File: src/rtl/ivl_timer_pkg.sv
package ivl_timer_pkg;
  localparam int DATA_W  = 32;
  localparam int CNT_W   = 21;
  localparam int CNT_LSB = 10;
  localparam int WADDR_W = 3;
  localparam int N_TMR   = 2;
  localparam int TMR_CPU = 0;
  localparam int TMR_MST = 1;

  typedef enum logic [1:0] {
    REG_LIMIT = 2'd0,
    REG_COUNT = 2'd1,
    REG_LIMNC = 2'd2,
    REG_AUX   = 2'd3
  } reg_sel_e;
endpackage

File: src/rtl/ivl_timer_core.sv
module ivl_timer_core #(
  parameter int CNT_W = ivl_timer_pkg::CNT_W
) (
  input  logic             clk,
  input  logic             rst_n,
  input  logic             tick_i,
  input  logic             ld_clr_i,
  input  logic             ld_keep_i,
  input  logic             rd_clr_i,
  input  logic [CNT_W-1:0] lim_wr_i,
  output logic [CNT_W-1:0] count_o,
  output logic [CNT_W-1:0] limit_o,
  output logic             flag_o
);
  localparam int EXT_W = CNT_W + 1;

  logic [CNT_W-1:0] cnt_q, lim_q;
  logic             flg_q;
  logic [EXT_W-1:0] cnt_inc, lim_eff;
  logic             wrap;

  // zero limit means the full 2^CNT_W range
  always_comb begin
    cnt_inc = {1'b0, cnt_q} + EXT_W'(1);
    lim_eff = (lim_q == '0) ? (EXT_W'(1) << CNT_W) : {1'b0, lim_q};
    wrap    = tick_i && (cnt_inc >= lim_eff);
  end

  always_ff @(posedge clk or negedge rst_n) begin
    if (!rst_n) begin
      cnt_q <= '0;
      lim_q <= '0;
      flg_q <= 1'b0;
    end else if (ld_clr_i) begin
      cnt_q <= '0;
      lim_q <= lim_wr_i;
      flg_q <= 1'b0;
    end else begin
      if (ld_keep_i) lim_q <= lim_wr_i;
      if (tick_i)    cnt_q <= wrap ? '0 : cnt_inc[CNT_W-1:0];
      if (wrap)          flg_q <= 1'b1;
      else if (rd_clr_i) flg_q <= 1'b0;
    end
  end

  assign count_o = cnt_q;
  assign limit_o = lim_q;
  assign flag_o  = flg_q;
endmodule

File: src/rtl/ivl_reg_port.sv
module ivl_reg_port
  import ivl_timer_pkg::*;
#(
  parameter int DW  = ivl_timer_pkg::DATA_W,
  parameter int CW  = ivl_timer_pkg::CNT_W,
  parameter int LSB = ivl_timer_pkg::CNT_LSB,
  parameter int NT  = ivl_timer_pkg::N_TMR
) (
  input  logic                  clk,
  input  logic                  rst_n,
  input  logic                  req_valid,
  output logic                  req_ready,
  input  logic                  req_write,
  input  logic [WADDR_W-1:0]    req_waddr,
  input  logic [DW-1:0]         req_wdata,
  output logic                  rsp_valid,
  input  logic                  rsp_ready,
  output logic [DW-1:0]         rsp_data,
  output logic [NT-1:0]         ld_clr_o,
  output logic [NT-1:0]         ld_keep_o,
  output logic [NT-1:0]         rd_clr_o,
  output logic [CW-1:0]         lim_wr_o,
  input  logic [NT-1:0][CW-1:0] cnt_i,
  input  logic [NT-1:0][CW-1:0] lim_i,
  input  logic [NT-1:0]         flg_i
);
  localparam logic [LSB-1:0] LOW_ZERO = '0;

  logic          acc, blk;
  reg_sel_e      sel;
  logic [DW-1:0] rd_word, cfg_q, rsp_q;
  logic          rsp_v_q;

  assign req_ready = !rsp_v_q || rsp_ready;
  assign acc       = req_valid && req_ready;
  assign blk       = req_waddr[WADDR_W-1];
  assign sel       = reg_sel_e'(req_waddr[1:0]);
  assign lim_wr_o  = req_wdata[LSB+CW-1:LSB];

  for (genvar t = 0; t < NT; t++) begin : g_strobe
    logic hit;
    assign hit          = acc && (blk == 1'(t));
    assign ld_clr_o[t]  = hit &&  req_write && (sel == REG_LIMIT);
    assign ld_keep_o[t] = hit &&  req_write && (sel == REG_LIMNC);
    assign rd_clr_o[t]  = hit && !req_write && (sel == REG_LIMIT);
  end

  always_comb begin
    rd_word = '0;
    unique case (sel)
      REG_LIMIT, REG_LIMNC: rd_word = {flg_i[blk], lim_i[blk], LOW_ZERO};
      REG_COUNT:            rd_word = {flg_i[blk], cnt_i[blk], LOW_ZERO};
      REG_AUX:              rd_word = blk ? cfg_q : '0;
    endcase
  end

  always_ff @(posedge clk or negedge rst_n) begin
    if (!rst_n) begin
      rsp_v_q <= 1'b0;
      rsp_q   <= '0;
      cfg_q   <= '0;
    end else begin
      if (acc && !req_write) begin
        rsp_v_q <= 1'b1;
        rsp_q   <= rd_word;
      end else if (rsp_ready) begin
        rsp_v_q <= 1'b0;
      end
      if (acc && req_write && blk && (sel == REG_AUX)) cfg_q <= req_wdata;
    end
  end

  assign rsp_valid = rsp_v_q;
  assign rsp_data  = rsp_q;
endmodule

File: src/rtl/ivl_timer_pair.sv
module ivl_timer_pair
  import ivl_timer_pkg::*;
(
  input  logic               clk,
  input  logic               rst_n,
  input  logic               tick_1us,
  input  logic               req_valid,
  output logic               req_ready,
  input  logic               req_write,
  input  logic [WADDR_W-1:0] req_waddr,
  input  logic [DATA_W-1:0]  req_wdata,
  output logic               rsp_valid,
  input  logic               rsp_ready,
  output logic [DATA_W-1:0]  rsp_data,
  output logic               irq_l14,
  output logic               irq_l10
);
  logic [N_TMR-1:0]            ld_clr, ld_keep, rd_clr, flg;
  logic [N_TMR-1:0][CNT_W-1:0] cnt, lim;
  logic [CNT_W-1:0]            lim_wr;

  ivl_reg_port #(.DW(DATA_W), .CW(CNT_W), .LSB(CNT_LSB), .NT(N_TMR)) u_port (
    .clk(clk), .rst_n(rst_n),
    .req_valid(req_valid), .req_ready(req_ready), .req_write(req_write),
    .req_waddr(req_waddr), .req_wdata(req_wdata),
    .rsp_valid(rsp_valid), .rsp_ready(rsp_ready), .rsp_data(rsp_data),
    .ld_clr_o(ld_clr), .ld_keep_o(ld_keep), .rd_clr_o(rd_clr), .lim_wr_o(lim_wr),
    .cnt_i(cnt), .lim_i(lim), .flg_i(flg)
  );

  for (genvar t = 0; t < N_TMR; t++) begin : g_tmr
    ivl_timer_core #(.CNT_W(CNT_W)) u_core (
      .clk(clk), .rst_n(rst_n), .tick_i(tick_1us),
      .ld_clr_i(ld_clr[t]), .ld_keep_i(ld_keep[t]), .rd_clr_i(rd_clr[t]),
      .lim_wr_i(lim_wr), .count_o(cnt[t]), .limit_o(lim[t]), .flag_o(flg[t])
    );
  end

  assign irq_l14 = flg[TMR_CPU];
  assign irq_l10 = flg[TMR_MST];
endmodule

File: config.mk
export PLATFORM = sky130hd
export DESIGN_NAME = ivl_timer_pair
export DESIGN_NICKNAME = d
export VERILOG_FILES = /design/src/rtl/ivl_timer_pkg.sv /design/src/rtl/ivl_timer_core.sv /design/src/rtl/ivl_reg_port.sv /design/src/rtl/ivl_timer_pair.sv
export SDC_FILE = /design/constraint.sdc
export NUM_CORES = 1
export LEC_CHECK = 0
export CAP_MARGIN = 40
export CORE_UTILIZATION = 55
export DETAILED_ROUTE_END_ITERATION = 7
export DONT_BUFFER_PORTS = 1
export GPL_TIMING_DRIVEN = 0
export PLACE_DENSITY_LB_ADDON = 0.15
export SKIP_CTS_REPAIR_TIMING = 1
export SYNTH_ARGS = -nofsm -noshare
export SYNTH_HDL_FRONTEND = slang
export SYNTH_SLANG_ARGS = --single-unit
File: constraint.sdc
create_clock -name clk -period 9.7 [get_ports clk]
set_input_delay 1.94 -clock clk [delete_from_list [all_inputs] [get_ports clk]]
set_output_delay 1.94 -clock clk [all_outputs]
set_load 0.02 [all_outputs]
==> run metrics <==
Clock Tree Buf Depth=2; clock slew at reported path FFs=~60 ps; Post-synth EDFFs=0; DIE WIDTH=127 µm; wirelength, routed=approximately 25000 µm; reported max-cap violation count=0; largest family of logic cells by synthesized area=simple AND/OR/NAND/NOR gates; Clock Latency Late Sink=430 ps; RSZ-0062 raised after global routing=false; Pwr per Cell Area=215 nW/µm²; simple-gate share of the synthesized area=0.162; Worst Path Required=around 10000 ps; crit-path max FO=10; Worst R2R End=g_tmr[1].u_core.count_o[10]; Peak supply drop=~150 µV; WP depth=15; port bufs=0; Initial Util=0.563; reg2reg start=g_tmr[1].u_core.count_o[0]; vias in the first global route=between 7k and 8k; syn_nets=973; Detail Route Antenna Nets=0; adder-cell share of the synthesized area=0.0672; Slew @ Worst Pin=approximately 780 ps; Setup Viol. Count Final=0; worst-path cell chain=ha_1 > nand3_1 > nor3_1 > nand3_1 > o21a_1 > or2_2 > ha_1 > nand2_1 > nor4_1 > nand2_1 > o21a_1 > and3_1 > clkbuf_1 > buf_1 > a22o_1; GR Util All Layers=0.321; Slew headroom=0.478; PnR Total Power=roughly 2000 µW; type of origin of the critical path=flip-flop; Synth area leader=dfrtp_1; Clock Power Share=0.362; largest net degree at the start of global routing=around 150; # H-tree levels=4; Synth Instances=between 800 and 900; cell with the most instances after synthesis=dfrtp_1; HPWL after DPL=about 19000 µm; total number of yosys warnings=0; pre-CTS WS=5150 ps; DRC=0; worst min path class=flip-flop to flip-flop; Switching Fraction=0.315; Synth Flop Type=dfrtp_1; Synth async-reset ratio=1.00; clk_skew=~7.3 ps; Post-Synth XOR/XNOR Area=0.0327; final instance area=around 9400 µm²; crit path kind=flip-flop to flip-flop; Sw Pwr=~640 µW; Std-Cell Rows=45; critical path buffer and inverter count=2; Post-Syn Area=8560 µm²; initial antenna violation count=1; syn avg cell area=~9.7 µm²; Vias/cell=between 6 and 7; Setup TNS=0 ps; Area growth, synth to finish=10.3%; crit share post-route=0.475; area of the core=between 15000 and 20000 µm²; synth cell count leaders=dfrtp_1, nand2_1, o21ai_0; clock tree sinks=151; first-pass GRT wire length=38700 µm; Area after DPL=slightly below 9000 µm²; Util after Layout=0.621; final-report hold violation count=0; Iteration-0 DRC Markers=716; Critical path destination=g_tmr[1].u_core.count_o[10]; CTS tree=done; crit path max-delay cell type=dfrtp_1; drt wl/cell=approximately 23 µm; combinational share of power=0.204; max incr delay on CP=between 400 and 500 ps; status=finished, final reports clean; r2r worst-path depth=15; CTS Buf Count=17; Internal=roughly 1400 µW; CP Capture Type=flip-flop; worst setup path startpoint=g_tmr[1].u_core.count_o[0]; R2R setup slack=between 5000 and 6000 ps; Root Buffer=clkbuf_16; unique cell type count in the Yosys netlist=55; Max Slew Vio Count=0; routability cong.=approximately 0.94; synthesized flop and latch total=approximately 150; die area=about 16000 µm²; Die Ht=127 µm; delay-heaviest family, CP=simple AND/OR/NAND/NOR gates; Synth Area in Compound Gates=0.146; Leak Pwr=between 0.004 and 0.005 µW; Final WS setup=5090 ps; f_max=roughly 220 MHz; Nets=around 990; top cells by area, synth=dfrtp_1, mux2_2, ha_1; Critical Path AT=between 4000 and 5000 ps; area fraction of the dominant cell type after synthesis=0.441; fraction of layout cells with a size suffix above 1=0.112; Seq pwr share=0.434; multiplexer share of the synthesized area=0.105; vias=7115; num ports=77; Tmin final=~4600 ps; drt pass-1 iters=5; sequential share of the synthesized area=0.441; total grt overflow=0
[layer usage]
layer  vias up  wire [µm]  global-route usage  part of all wire
met4         0        744               0.127             0.030
met2       298      12100               0.529              0.48
met3        58       1770              0.0658             0.071
met1      3526      10400               0.418              0.42
li1       3233          -                   -                 -
met5         -          0                   0                 0
[through the flow]
step | cells | hold slack [ps]
after floorplan | 886 | 466
after global placement | 1074 | 483
after detailed placement | 1075 | 493
after CTS | 1106 | 507
after global routing | 1106 | 527
final | 1107 | 508
[how the worst min path moves through the flow]
stage	slack (ps)	start	to	cells past startpoint
after floorplan	470	g_tmr[0].u_core.count_o[10]	g_tmr[0].u_core.count_o[10]	1
after CTS	510	g_tmr[1].u_core.limit_o[8]	g_tmr[1].u_core.limit_o[8]	1
final	510	g_tmr[1].u_core.limit_o[8]	g_tmr[1].u_core.limit_o[8]	1
after global routing	530	u_port.cfg_q[22]	u_port.cfg_q[22]	1
after global placement	480	u_port.cfg_q[31]	u_port.cfg_q[31]	1
after detailed placement	490	g_tmr[1].u_core.limit_o[8]	g_tmr[1].u_core.limit_o[8]	1
[cells in the final DEF, fill, tap and decap left out, drive strengths merged, types with 3 or more instances in the layout]
cell type / instances
mux4: 5
nand3: 22
dfrtp: 151
xor2: 9
and4: 7
or3: 8
nand2: 114
ha: 46
nor2b: 6
a22oi: 4
a31oi: 13
a221oi: 9
o31ai: 4
a22o: 22
nor2: 47
bufinv: 5
a21oi: 37
nand3b: 7
clkbuf: 67
or4: 6
and3: 3
a221o: 11
nor4: 14
xnor2: 23
mux2: 59
a21o: 3
buf: 11
nand2b: 5
o21a: 4
o21ai: 69
a211oi: 3
or2: 4
inv: 50
mux2i: 12
nor3: 12
nand4: 22
[sequential cells by signal, summed over array words and instances (netlist names)]
| name | flops |
|---|---|
| u_port.rsp_valid | 1 |
| g_tmr.u_core.count_o | 42 |
| g_tmr.u_core.limit_o | 42 |
| g_tmr.u_core.flag_o | 2 |
| u_port.cfg_q | 32 |
| u_port.rsp_data | 32 |
[cell families after synthesis]
| logic type | after synthesis |
|---|---|
| multiplexers | 76 |
| AND/OR/NAND/NOR | 284 |
| XOR/XNOR | 32 |
| AO/OA/AOI/OAI | 192 |
| buffers and inverters | 105 |
| flip-flops | 151 |
| adder cells (fa/ha/maj) | 46 |
[layout make-up]
cell class	instances	area (µm²)
timing repair buffer	1	5.00
buffer	57	220
sequential	151	3780
clock buffer	20	447
inverter	48	180
clock inverter	11	196
antenna	1	2.50
multi-input combinational	630	4380
fill	1277	5750
tap	188	235
[power by group through the flow]
stage	Sequential (µW)	Combinational (µW)	Clock [µW]
final	881	414	734
after global routing	893	460	761
after CTS	876	411	738
after detailed placement	887	408	0
after global placement	881	385	0
after floorplan	849	307	0
Note: power is estimated with default switching activity, not from simulation.
